<file path="src/rtl/tbf_pkg.sv">
package tbf_pkg;
  typedef struct packed {
    logic push;     // store one byte at the tail
    logic pop;      // drop the byte at the head
    logic hostSrc;  // push byte comes from the host port
    logic flush;    // return pointers and count to zero
  } fifoCmd_t;
endpackage

</file>
<file path="src/rtl/tbf_ctrl.sv">
module tbf_ctrl #(
  parameter int DEPTH = 16,
  parameter int THR_W = 4,
  parameter int CNT_W = 5
) (
  input  logic                 clk,
  input  logic                 rstN,
  input  logic                 dirRead,
  input  logic                 inclusive,
  input  logic [THR_W-1:0]     rxThresh,
  input  logic [THR_W-1:0]     txThresh,
  input  logic                 flushWr,
  input  logic                 hostWrEn,
  input  logic                 hostRdEn,
  input  logic                 engPush,
  input  logic                 engPop,
  input  logic [CNT_W-1:0]     count,
  output tbf_pkg::fifoCmd_t    cmd,
  output logic                 request,
  output logic                 flushBusy,
  output logic                 errUnderflow,
  output logic                 errOverflow,
  output logic                 errIllegal
);
  localparam logic [CNT_W-1:0] FULL_LVL = CNT_W'(DEPTH);

  logic isEmpty, isFull;
  logic pushReq, popReq;
  logic flushPend;
  logic uflNext, oflNext, illNext;
  logic [CNT_W-1:0] rxLvl, txLvl;

  assign isEmpty = (count == '0);
  assign isFull  = (count == FULL_LVL);
  assign rxLvl   = CNT_W'(rxThresh);
  assign txLvl   = CNT_W'(txThresh);

  always_comb begin
    cmd = '0;
    if (dirRead) begin
      pushReq     = engPush;
      popReq      = hostRdEn;
      cmd.hostSrc = 1'b0;
    end else begin
      pushReq     = hostWrEn;
      popReq      = engPop;
      cmd.hostSrc = 1'b1;
    end
    cmd.flush = flushPend;
    cmd.push  = pushReq && !isFull && !flushPend;
    cmd.pop   = popReq && !isEmpty && !flushPend;
  end

  always_comb begin
    if (dirRead) request = inclusive ? (count >= rxLvl) : (count > rxLvl);
    else         request = inclusive ? (count <= txLvl) : (count < txLvl);
  end

  assign uflNext = hostRdEn && dirRead && isEmpty;
  assign oflNext = hostWrEn && !dirRead && isFull;
  assign illNext = (hostRdEn && !dirRead) || (hostWrEn && dirRead);

  always_ff @(posedge clk) begin
    if (!rstN) begin
      flushPend    <= 1'b0;
      errUnderflow <= 1'b0;
      errOverflow  <= 1'b0;
      errIllegal   <= 1'b0;
    end else begin
      flushPend    <= flushWr;
      errUnderflow <= uflNext;
      errOverflow  <= oflNext;
      errIllegal   <= illNext;
    end
  end

  assign flushBusy = flushPend;
endmodule

</file>
<file path="src/rtl/tbf_datapath.sv">
module tbf_datapath #(
  parameter int DEPTH  = 16,
  parameter int DATA_W = 8,
  parameter int CNT_W  = 5
) (
  input  logic               clk,
  input  logic               rstN,
  input  tbf_pkg::fifoCmd_t  cmd,
  input  logic [DATA_W-1:0]  hostWrData,
  input  logic [DATA_W-1:0]  engPushData,
  output logic [DATA_W-1:0]  headData,
  output logic [CNT_W-1:0]   count
);
  localparam int PTR_W = (DEPTH > 1) ? $clog2(DEPTH) : 1;
  localparam logic [PTR_W-1:0] LAST_PTR = PTR_W'(DEPTH - 1);

  logic [DATA_W-1:0] store [DEPTH];
  logic [PTR_W-1:0]  wrPtr, rdPtr;
  logic [DATA_W-1:0] pushByte;

  assign pushByte = cmd.hostSrc ? hostWrData : engPushData;
  assign headData = store[rdPtr];

  function automatic logic [PTR_W-1:0] nextPtr(input logic [PTR_W-1:0] p);
    return (p == LAST_PTR) ? '0 : p + 1'b1;
  endfunction

  always_ff @(posedge clk) begin
    if (cmd.push) store[wrPtr] <= pushByte;
  end

  always_ff @(posedge clk) begin
    if (!rstN || cmd.flush) begin
      wrPtr <= '0;
      rdPtr <= '0;
      count <= '0;
    end else begin
      if (cmd.push) wrPtr <= nextPtr(wrPtr);
      if (cmd.pop)  rdPtr <= nextPtr(rdPtr);
      case ({cmd.push, cmd.pop})
        2'b10:   count <= count + 1'b1;
        2'b01:   count <= count - 1'b1;
        default: count <= count;
      endcase
    end
  end
endmodule

</file>
<file path="src/rtl/thresh_byte_fifo.sv">
module thresh_byte_fifo #(
  parameter int DEPTH  = 16,
  parameter int DATA_W = 8,
  localparam int THR_W = (DEPTH > 1) ? $clog2(DEPTH) : 1,
  localparam int CNT_W = $clog2(DEPTH + 1)
) (
  input  logic              clk,
  input  logic              rstN,
  input  logic              dirRead,
  input  logic              inclusive,
  input  logic [THR_W-1:0]  rxThresh,
  input  logic [THR_W-1:0]  txThresh,
  input  logic              flushWr,
  output logic              flushBusy,
  input  logic              hostWrEn,
  input  logic [DATA_W-1:0] hostWrData,
  input  logic              hostRdEn,
  output logic [DATA_W-1:0] hostRdData,
  input  logic              engPush,
  input  logic [DATA_W-1:0] engPushData,
  input  logic              engPop,
  output logic [DATA_W-1:0] engPopData,
  output logic [CNT_W-1:0]  fillLevel,
  output logic              request,
  output logic              errUnderflow,
  output logic              errOverflow,
  output logic              errIllegal
);
  tbf_pkg::fifoCmd_t cmd;
  logic [DATA_W-1:0] headData;

  tbf_ctrl #(.DEPTH(DEPTH), .THR_W(THR_W), .CNT_W(CNT_W)) u_ctrl (
    .clk(clk), .rstN(rstN), .dirRead(dirRead), .inclusive(inclusive),
    .rxThresh(rxThresh), .txThresh(txThresh), .flushWr(flushWr),
    .hostWrEn(hostWrEn), .hostRdEn(hostRdEn), .engPush(engPush), .engPop(engPop),
    .count(fillLevel), .cmd(cmd), .request(request), .flushBusy(flushBusy),
    .errUnderflow(errUnderflow), .errOverflow(errOverflow), .errIllegal(errIllegal)
  );

  tbf_datapath #(.DEPTH(DEPTH), .DATA_W(DATA_W), .CNT_W(CNT_W)) u_dp (
    .clk(clk), .rstN(rstN), .cmd(cmd), .hostWrData(hostWrData),
    .engPushData(engPushData), .headData(headData), .count(fillLevel)
  );

  assign hostRdData = headData;
  assign engPopData = headData;
endmodule

</file>
<file path="config.mk">
export PLATFORM = sky130hd
export DESIGN_NAME = thresh_byte_fifo
export DESIGN_NICKNAME = d
export VERILOG_FILES = /design/src/rtl/tbf_pkg.sv /design/src/rtl/tbf_ctrl.sv /design/src/rtl/tbf_datapath.sv /design/src/rtl/thresh_byte_fifo.sv
export SDC_FILE = /design/constraint.sdc
export NUM_CORES = 1
export LEC_CHECK = 0
export ABC_AREA = 1
export BUFFER_PORTS_ARGS = -buffer_cell sky130_fd_sc_hd__buf_2
export CAP_MARGIN = 5
export CORE_ASPECT_RATIO = 0.8
export CORE_MARGIN = 5
export CORE_UTILIZATION = 55
export CTS_BUF_LIST = sky130_fd_sc_hd__clkbuf_4 sky130_fd_sc_hd__clkbuf_8
export CTS_CLUSTER_SIZE = 25
export DETAILED_ROUTE_END_ITERATION = 7
export PLACE_DENSITY_LB_ADDON = 0.05
export SYNTH_ARGS = -nofsm -noshare
export SYNTH_HDL_FRONTEND = slang
export SYNTH_SLANG_ARGS = --single-unit
</file>
<file path="constraint.sdc">
create_clock -name clk -period 3.8 [get_ports clk]
set_clock_uncertainty 0.1 [all_clocks]
set_input_delay 0.57 -clock clk [delete_from_list [all_inputs] [get_ports clk]]
set_output_delay 0.57 -clock clk [all_outputs]
set_load 0.03 [all_outputs]
</file>
Word-level counts from Yosys, hierarchy flattened
Memory sizes are Yosys's and may differ from the RTL's. A register that Yosys moved wholly into a read port is not among the register bits.
Cells that the tools add are included.
- $add $sub $neg: 4
- magnitude comparators: 4
- eq/ne operators: 5
- multiplexer cells: 13
- reduce and logical (&&, ||, !) cells: 19
- operator list (operator ; count):
    4-bit two-way mux ; 4
    1-bit logical AND ; 10
    5-bit one-hot mux with 2 select lines ; 1
    4-bit by 1-bit adder with 4-bit output (second input constant) ; 2
    4-bit equality test (second input constant) ; 2
    8-bit two-way mux ; 1
    1-bit two-way mux ; 7
    5-bit by 1-bit adder with 5-bit output (second input constant) ; 1
    5-bit equality test (second input constant) ; 1
    5-bit by 4-bit greater-or-equal comparator with 1-bit output ; 1
    5-bit by 4-bit > comparator with 1-bit output ; 1
    5-bit by 4-bit <= comparator with 1-bit output ; 1
    1-bit logical NOT ; 5
    5-bit logical NOT ; 1
    5-bit by 4-bit < comparator with 1-bit output ; 1
    5-bit by 1-bit subtractor with 5-bit output (second input constant) ; 1
    2-bit by 1-bit equality test with 1-bit output (second input constant) ; 1
    2-bit equality test (second input constant) ; 1
    1-bit logical OR ; 2
    2-bit nonzero test ; 1
- flip-flop bits (word level): 17
- bits in writable memories: 128
- input port bits: 33
- output and inout bits: 26
- logic and storage cells: 53
- memories kept: 1
- memory list (name ; words ; width ; rd ports ; clocked after Yosys merged registers in ; write ports ; line ; text):
    u_dp.store ; 16 ; 8 ; 1 ; 1 ; 1 ; tbf_datapath.sv:17 ; logic [DATA_W-1:0] store [DEPTH];

Depth between registers and ports, before layout
Gate-level depths: netlist of the first run.
- word-level depth: 6
- gate-level depth with buffers: 18
- mapped depth without buffers: 17

Modules after synthesis
From an unflattened synthesis of the first run, not the netlist that was laid out.
- cell total of the unflattened synthesis: 627
- area total of the unflattened synthesis: 6755.2 sq um
- by module, submodules not included (module ; times used ; cells each ; area each (sq um) ; sequential area each (sq um)):
    tbf_datapath ; 1 ; 544 ; 6242.2 ; 4184.0
    tbf_ctrl ; 1 ; 75 ; 452.9 ; 80.1
    thresh_byte_fifo ; 1 ; 8 ; 60.1 ; 0.0

Worst setup path before layout of the first run
OpenSTA, ideal clock, no wires.
- path type: reg-to-reg
- start: register u_dp.count[0]
- end: register u_dp.count[4]
- arrival time: 2.113 ns
- required time: 3.582 ns
- slack: 1.469 ns
- cell stages (with the launch flop): 17
- buffers on the path: 1
- clock period less this slack: 2.331 ns
- path through: dfxtp_1 -> inv_1 -> nand4_1 -> nand2_2 -> ha_1 -> buf_2 -> nand2_1 -> inv_1 -> nor2_1 -> ha_1 -> inv_1 -> nand2_1 -> nand3_1 -> nand3_1 -> nand2_1 -> nor2_1 -> nor2_1
- cells in the longest elaborated chain, start to end: 6
- elaborated cells on any way between the ends: 14
- ends and longest elaborated chain (what ; line ; text):
    start, declared ; tbf_datapath.sv:12 ; output logic [CNT_W-1:0] count
    start signal, assigned ; tbf_datapath.sv:41 ; 2'b10: count <= count + 1'b1;
    start signal, assigned ; tbf_datapath.sv:42 ; 2'b01: count <= count - 1'b1;
    start signal, assigned ; tbf_datapath.sv:43 ; default: count <= count;
    5-bit equality test / 5-bit logical NOT (equally long branches) ; tbf_ctrl.sv:34, tbf_ctrl.sv:33 ;
    1-bit logical NOT (on tied branches) ; tbf_ctrl.sv:50, tbf_ctrl.sv:51 ;
    1-bit logical AND (on tied branches) (2 in a row) ; tbf_ctrl.sv:50, tbf_ctrl.sv:51 ;
    2-bit by 1-bit equality test with 1-bit output / 2-bit equality test (equally long branches) ; tbf_datapath.sv:40 ; case ({cmd.push, cmd.pop})
    5-bit one-hot mux with 2 select lines / 2-bit nonzero test (equally long branches) ; n/a ;
Several ways; a longest one is shown, not always the timed one.
A chain may end at the register's enable or synchronous reset.

==> metrics.txt, run 1 <==
highest-delay cell along the critical path dfxtp_4; RR Startpoint u_dp.count[2]$_SDFFE_PP0P_; largest net degree at the start of global routing 65; Clock Tree Root clkbuf_8; vias per cell 5.35; Reg2Reg Setup Slack 1.39 ns; NumNets Final 734; drt initial violations 504; Slew headroom 0.469; clock-pin slew on the worst setup and hold paths 0.07 ns; max_cap viols 0; Worst EP arrival 2.37 ns; iteration count of the initial detailed-routing pass 5; CP endpoint hostRdData[6]; CP Cell Sequence buf_4, a21oi_1, o21ai_0, nand3_1, nand3_1, nand2_1, buf_2; Req. time, crit path 3.13 ns; register area share after synthesis 0.634; hold path start flushWr; post-place setup slack 1.01 ns; initial antenna violation count 0; CP peak stage delay 0.69 ns; layout cells sized above 1 0.158; WL/cell 17.2 um; HPWL after DPL 9720 um; die area 0.0145 mm^2; CTS max path bufs 2; worst slew pin tran 0.793 ns; vias in the first global route 4514; max-slew violations 0; Post-CTS Setup Repair Bufs 0; worst setup margin 0.756 ns; Pleak 3.00 nW; Die Wd 134 um; Worst-Skew Late Latency 0.44 ns; Synth Register Bits 149; vias post-DR 4550; Final GP Congestion 0.873; RSZ-0062 raised after global routing false; final setup TNS 0 ns; Core Area 0.0121 mm^2; Antenna diodes 0; placed cell areas 0.00703 mm^2; Area Overhead vs Synth 10.9%; Peak supply drop 0.357 mV; CTS buffer count 17; Hold Crit Class in2reg; PD cells 536 mW/mm^2; GRT Residual Overflow 0; Pwr Total 3.99 mW; WL final 14600 um; I/O Pins 59; Mean Syn Cell Area 10.5 um^2; Final period util 0.801; Critical R2R Capture u_dp.count[4]$_SDFFE_PP0P_; post-CTS sizing 0; Synth Net Count 688; total clock sinks 149; Max Fclk 328 MHz; final hold viol count 0; Post-CTS Hold Buffers 0; post-synth cell types 29; initial core utilization 0.557; first-pass GRT wire length 23800 um; DRC 0; Routed Antenna Nets 0; Setup Viol. Count Final 0; Yosys warnings 0; Port Buffer Count 58; most used cell, CP nand3_1; mapped cell area 0.00672 mm^2; Mapped Cells 639; die height 109 um; crit end category output pin; Finished Core Util 0.618; post-route cell area 0.00745 mm^2; # rows 36; R2R cell count 16; gr usage total 0.217; H-tree Lvls 4; status finished clean; final critical-path required period 3.04 ns; crit-path max FO 55; critical path type reg2out; critical path launch point type register; CTS tree done
-- Yosys cell counts --
cell      number  area [um^2]
xor2_1         5         43.8
o211ai_1      28          210
o21ai_1        3         15.0
nand2_4        1         11.3
nor2_1        34          128
nand2_2        1         6.26
clkbuf_1       6         22.5
o211ai_2       4         50.1
buf_2         17         85.1
inv_2          2         7.51
or2_2          1         6.26
o21ai_0       39          195
inv_1         99          372
nand2_1      103          387
dfxtp_1       21          420
nand4_1        5         31.3
ha_1          16          200
nor3_1         2         10.0
inv_4          1         6.26
nor2_2         2         12.5
buf_4          8         60.1
a21oi_1       44          220
a21oi_2        1         8.76
buf_1          1         3.75
buf_6          4         45.0
nand3_1       61          305
xnor2_1        1         8.76
edfxtp_1     128         3840
nand3b_1       1         7.51
-- per-stage QoR --
step,std cells,hold WS (ns)
after floorplan,639,0.385
after global placement,818,0.404
after detailed placement,818,0.409
after CTS,850,0.190
after global routing,850,0.217
final,850,0.230
-- power breakdown --
part | total, mW | internal (mW) | switching, mW | leakage [nW]
clock | 1.29 | 0.722 | 0.569 | 0.222
sequential | 1.90 | 1.83 | 0.0659 | 1.33
combinational | 0.805 | 0.242 | 0.563 | 1.44
-- flip-flops by register name, summed over array words and instances (netlist names), named ones only --
signal / count
u_ctrl.errOverflow: 1
u_ctrl.flushBusy: 1
u_dp.rdPtr: 4
u_ctrl.errUnderflow: 1
u_ctrl.errIllegal: 1
u_dp.store: 128
u_dp.count: 5
u_dp.wrPtr: 4
-- placed cells by master, fill, tap and decap left out, types with 2 or more instances in the layout --
cell type,synthesis,final
clkinv_4,0,3
o21ai_1,3,3
buf_4,8,5
inv_2,2,2
o211ai_2,4,4
bufinv_16,0,3
nor2_1,34,34
nand4_1,5,5
nor2_2,2,2
nand2_1,103,103
o211ai_1,28,28
inv_1,99,99
clkbuf_8,0,19
dfxtp_1,21,19
nor3_1,2,2
ha_1,16,16
o21ai_0,39,39
clkinv_2,0,2
nand3_1,61,61
edfxtp_1,128,128
buf_2,17,58
clkbuf_4,0,5
a21oi_1,44,44
xor2_1,5,5
-- worst max-delay path, delay by kind of cell, from the launching register on --
kind	cells	cell delay (ns)
buf+inv	2	0.56
simple gates	3	0.43
flops	1	0.69
compound gates	2	0.24
-- metal layers --
layer,routed length (um),vias up,global-route usage
met1,7160,2143,0.318
met3,816,18,0.0470
met2,6420,133,0.323
met5,0,-,0
li1,-,2256,-
met4,188,0,0.0756
-- cell type report --
class | instances | area [um^2]
inverters | 102 | 385
well taps | 152 | 190
clock inverters | 8 | 126
fillers | 994 | 4620
flip-flops and latches | 149 | 4270
clock buffers | 24 | 299
repair buffers | 63 | 328
multi-input cells | 352 | 1860
-- worst min-delay path by stage --
stage,end,cells past startpoint
after floorplan,register,2
after global placement,u_dp.count[0]$_SDFFE_PP0P_,2
after detailed placement,register,2
after CTS,u_ctrl.flushBusy$_SDFF_PN0_,3
after global routing,u_ctrl.flushBusy$_SDFF_PN0_,3
final,u_ctrl.flushBusy$_SDFF_PN0_,3
-- kinds of logic after synthesis --
| logic type | share of synthesized area |
|---|---|
| AOI/OAI and AO/OA | 0.104 |
| xor gates and xnor gates | 0.00782 |
| adders and majority gates | 0.0298 |
| buffers and inverters | 0.0895 |
| DFF | 0.634 |
| and+or+nand+nor | 0.135 |
Note: power is estimated with default switching activity, not from simulation.
==> inputs of run 2 (changes only) <==
==> constraint.sdc (replaced) <==
create_clock -name clk -period 3.1 [get_ports clk]
set_clock_uncertainty 0.1 [all_clocks]
set_input_delay 0.465 -clock clk [delete_from_list [all_inputs] [get_ports clk]]
set_output_delay 0.465 -clock clk [all_outputs]
set_load 0.03 [all_outputs]
==> run 2 against run 1 <==
  * Sequential share of layout area down 0.87 points
  * Global-route usage down 1.0 points
  * Critical path depth down 1
  * Utilization up 0.95 points
  * Combinational power up 20%
  * Worst setup slack worse by 0.42 ns
  * Wire length down 0.73%
  * Clock-buffer cell count down 3
  * Worst hold slack worse by 0.10 ns
  * Final cell count up 0.94%
==> metrics.txt, run 2 (synthesis gave the netlist of run 1 again) <==
status finished clean; GR peak layer met2; vias per cell 5.39; Clock Tree Root clkbuf_8; crit-path max FO 28; critical path launch point type register; Final GP Congestion 0.844; Req. time, crit path 2.53 ns; max_cap viols 0; WL/cell 16.9 um; Max Fclk 361 MHz; critical path type reg2out; layout cells sized above 1 0.167; Post-CTS Hold Buffers 0; Pleak 3.06 nW; WL final 14500 um; gr usage total 0.207; Worst-Skew Late Latency 0.43 ns; hold_ws 0.129 ns; vias post-DR 4626; GRT Residual Overflow 0; biggest regs u_dp.store: 128 flops, u_dp.count: 5 flops; drt initial violations 474; crit end category output pin; worst slew pin tran 0.780 ns; delay-heaviest family, CP flip-flops; Routed Antenna Nets 0; Port Buffer Count 58; PD cells 665 mW/mm^2; H-tree Lvls 4; NumNets Final 742; most frequent cells in the layout edfxtp_1 (128), nand2_1 (103), inv_1 (99); final setup TNS 0 ns; max-slew violations 0; Finished Core Util 0.627; Setup Viol. Count Final 0; CP Cell Sequence buf_4, o211ai_1, nand3_1, nand3_1, nand2_1, buf_2; M3 GR Usage 0.0540; Slew headroom 0.479; Post-CTS Setup Repair Bufs 0; Antenna diodes 0; die height 109 um; Biggest register u_dp.store; first-pass GRT wire length 22700 um; CP peak stage delay 0.71 ns; largest net degree at the start of global routing 61; initial core utilization 0.557; I/O Pins 59; highest-delay cell along the critical path dfxtp_2; clock-pin slew on the worst setup and hold paths 0.08 ns; # rows 36; most used cell, CP nand3_1; most common cell after layout, fill and taps aside edfxtp_1; vias in the first global route 4378; Hold Crit Class in2reg; CTS tree done; post-place setup slack 0.387 ns; grt met2 use 0.327; RSZ-0062 raised after global routing false; max FFs per register 128; final hold viol count 0; HPWL after DPL 9630 um; Die Wd 134 um; CTS max path bufs 2; initial antenna violation count 0; Peak supply drop 0.289 mV; post-CTS sizing 0; final critical-path required period 2.77 ns; CTS buffer count 17; worst path bufs/invs 2; DRC 0; GR Util met1 0.290; worst setup margin 0.332 ns; Pwr Total 5.04 mW; Area Overhead vs Synth 12.6%; Final period util 0.893; total clock sinks 149; iteration count of the initial detailed-routing pass 4; Core Area 0.0121 mm^2; die area 0.0145 mm^2; Worst EP arrival 2.20 ns
## run 2: cell types whose count changed in the layout (fill, tap and decap cells not counted), sizes merged
cell,change
bufinv,+2
inv,+2
clkinv,-2
clkbuf,-3
buf,+8
clkinvlp,+1
## run 2: area by class of cell
type                            count  area [um^2]
Timing Repair Buffer               71          400
Clock buffer                       21          270
Multi-Input combinational cell    352         1860
Inverter                          102          385
Clock inverter                     11          198
Fill cell                        1006         4500
Tap cell                          152          190
Sequential cell                   149         4270
## run 2: path summary, 6_finish.rpt
path	end	cells after the start	startpoint	slack [ns]
worst max-delay path	engPopData[6]	6	register	0.33
worst min-delay path	u_ctrl.flushBusy$_SDFF_PN0_	3	flushWr	0.13
worst max register to register	u_dp.count[4]$_SDFFE_PP0P_	16	u_dp.count[2]$_SDFFE_PP0P_	0.70
worst min register to register	register	2	u_dp.rdPtr[0]$_SDFFE_PP0N_	0.42
## run 2: power breakdown
part           switching, mW  internal (mW)
sequential            0.0888           2.24
combinational          0.663          0.305
clock                  0.722           1.01
total                   1.47           3.56
## run 2: per-stage QoR
stage,instances,cell area [um^2]
final,858,7570
after global routing,858,7570
after CTS,858,7570
after detailed placement,826,7100
after global placement,826,7100
after floorplan,639,6720
## run 2: per-layer routing
metal  vias up  wire [um]  share of wire
li1       2271          -              -
met1      2201       6780           0.47
met2       143       6590           0.46
met3        11       1030          0.071
met4         0         78         0.0054
met5         -          0              0
## run 2: tightest hold or removal path, cell delays in order
cell	delay (ns)
buf_2	0.09
nand2_1	0.05
inv_1	0.04
==> inputs of run 3 (changes only) <==
--- a/config.mk
+++ b/config.mk
@@ -7,10 +7,9 @@
 export LEC_CHECK = 0
 export ABC_AREA = 1
 export BUFFER_PORTS_ARGS = -buffer_cell sky130_fd_sc_hd__buf_2
-export CAP_MARGIN = 5
-export CORE_ASPECT_RATIO = 0.8
+export CORE_ASPECT_RATIO = 1.4
 export CORE_MARGIN = 5
-export CORE_UTILIZATION = 55
+export CORE_UTILIZATION = 30
 export CTS_BUF_LIST = sky130_fd_sc_hd__clkbuf_4 sky130_fd_sc_hd__clkbuf_8
 export CTS_CLUSTER_SIZE = 25
 export DETAILED_ROUTE_END_ITERATION = 7
==> run 3 against run 2 <==
  * Critical path depth unchanged
  * Highest routed layer unchanged
  * First-iteration DRC count down 54%
  * Total power down 5.2%
  * Critical endpoint is now hostRdData[3]
  * Worst hold slack worse by 0.034 ns
==> metrics.txt, run 3 (synthesis gave the netlist of run 1 again) <==
Hold Crit Class in2reg; Post-CTS Hold Buffers 0; P_int 3.15 mW; GRT Residual Overflow 0; die height 187 um; Req. time, crit path 2.53 ns; grt met2 use 0.261; first-pass GRT wire length 26900 um; max FFs per register 128; Routed Antenna Nets 0; Post-CTS Setup Repair Bufs 0; layout cells sized above 1 0.179; Final GP Congestion 0.810; hold_ws 0.0952 ns; initial antenna violation count 0; Core Area 0.0219 mm^2; Clock Tree Root clkbuf_8; Pleak 3.06 nW; register share of total power 0.482; CTS tree done; HPWL after DPL 12000 um; Biggest register u_dp.store; vias post-DR 4493; iteration count of the initial detailed-routing pass 4; Comb pwr share 0.221; critical path launch point type register; largest net degree at the start of global routing 57; Area Overhead vs Synth 15.1%; Worst EP arrival 2.25 ns; Switching Share 0.340; I/O Pins 59; initial core utilization 0.306; most common cell after layout, fill and taps aside edfxtp_1; Max Fclk 355 MHz; max-slew violations 0; max_cap viols 0; drt initial violations 216; final critical-path required period 2.82 ns; RSZ-0062 raised after global routing false; die area 0.0255 mm^2; gr usage total 0.142; biggest regs u_dp.store: 128 flops, u_dp.count: 5 flops; PD cells 617 mW/mm^2; clock power share 0.296; Worst-Skew Late Latency 0.45 ns; # rows 64; crit-path max FO 22; sw power 1.62 mW; most frequent cells in the layout edfxtp_1 (128), nand2_1 (103), inv_1 (99); post-CTS sizing 0; M3 GR Usage 0.0269; H-tree Lvls 4; GR peak layer met2; NumNets Final 752; WL/cell 17.1 um; critical path type reg2out; CTS buffer count 17; Antenna diodes 0; Port Buffer Count 58; status finished clean; Final period util 0.909; crit end category output pin; vias per cell 4.44; WL final 17300 um; CTS max path bufs 2; clock-pin slew on the worst setup and hold paths 0.09 ns; final hold viol count 0; Setup Viol. Count Final 0; vias in the first global route 4666; GR Util met1 0.163; Die Wd 137 um; worst slew pin tran 0.885 ns; Slew headroom 0.408; Peak supply drop 0.286 mV; total clock sinks 149; DRC 0; final setup TNS 0 ns
run 3: path summary, 6_finish.rpt:
path | from | to | slack, ns | cells past startpoint
worst max-delay path | register | hostRdData[3] | 0.28 | 6
worst min-delay path | flushWr | u_ctrl.flushBusy$_SDFF_PN0_ | 0.1 | 3
worst max register to register | u_dp.count[2]$_SDFFE_PP0P_ | u_dp.count[4]$_SDFFE_PP0P_ | 0.65 | 16
worst min register to register | u_dp.count[1]$_SDFFE_PP0P_ | u_dp.count[1]$_SDFFE_PP0P_ | 0.41 | 2
run 3: layout make-up:
class	count	area, um^2
multi-input cells	352	1860
clock inverters	15	136
inverters	102	385
flip-flops and latches	149	4270
well taps	297	372
clock buffers	17	234
fillers	2270	14200
repair buffers	81	488
run 3: metal layers:
metal / up-vias / routed length (um)
met5: - / 0
met4: 0 / 197
met3: 12 / 507
met2: 75 / 9460
met1: 2110 / 7160
li1: 2296 / -
run 3: stage by stage:
step	total power, mW	worst slack (ns)	utilization	std cells	cell area [um^2]
after detailed placement	3.44	0.352	0.336	981	7370
after global routing	5.06	0.0680	0.353	1013	7740
after CTS	4.86	0.205	0.353	1013	7740
after floorplan	3.12	0.769	-	639	6720
final	4.78	0.282	0.353	1013	7740
after global placement	3.43	0.410	0.336	981	7370
run 3: worst max-delay path, cell delays in order, from the launching register on:
cell,delay [ns]
dfxtp_2,0.67
buf_4,0.38
o211ai_1,0.14
nand3_1,0.11
nand3_1,0.11
nand2_1,0.16
buf_2,0.22
run 3: power by group through the flow:
stage,Sequential (mW),Clock [mW],Combinational [mW]
global placement,2.35,0,1.08
finish,2.30,1.42,1.06
floorplan,2.36,0,0.764
global route,2.32,1.56,1.19
CTS,2.31,1.46,1.09
detailed placement,2.35,0,1.09
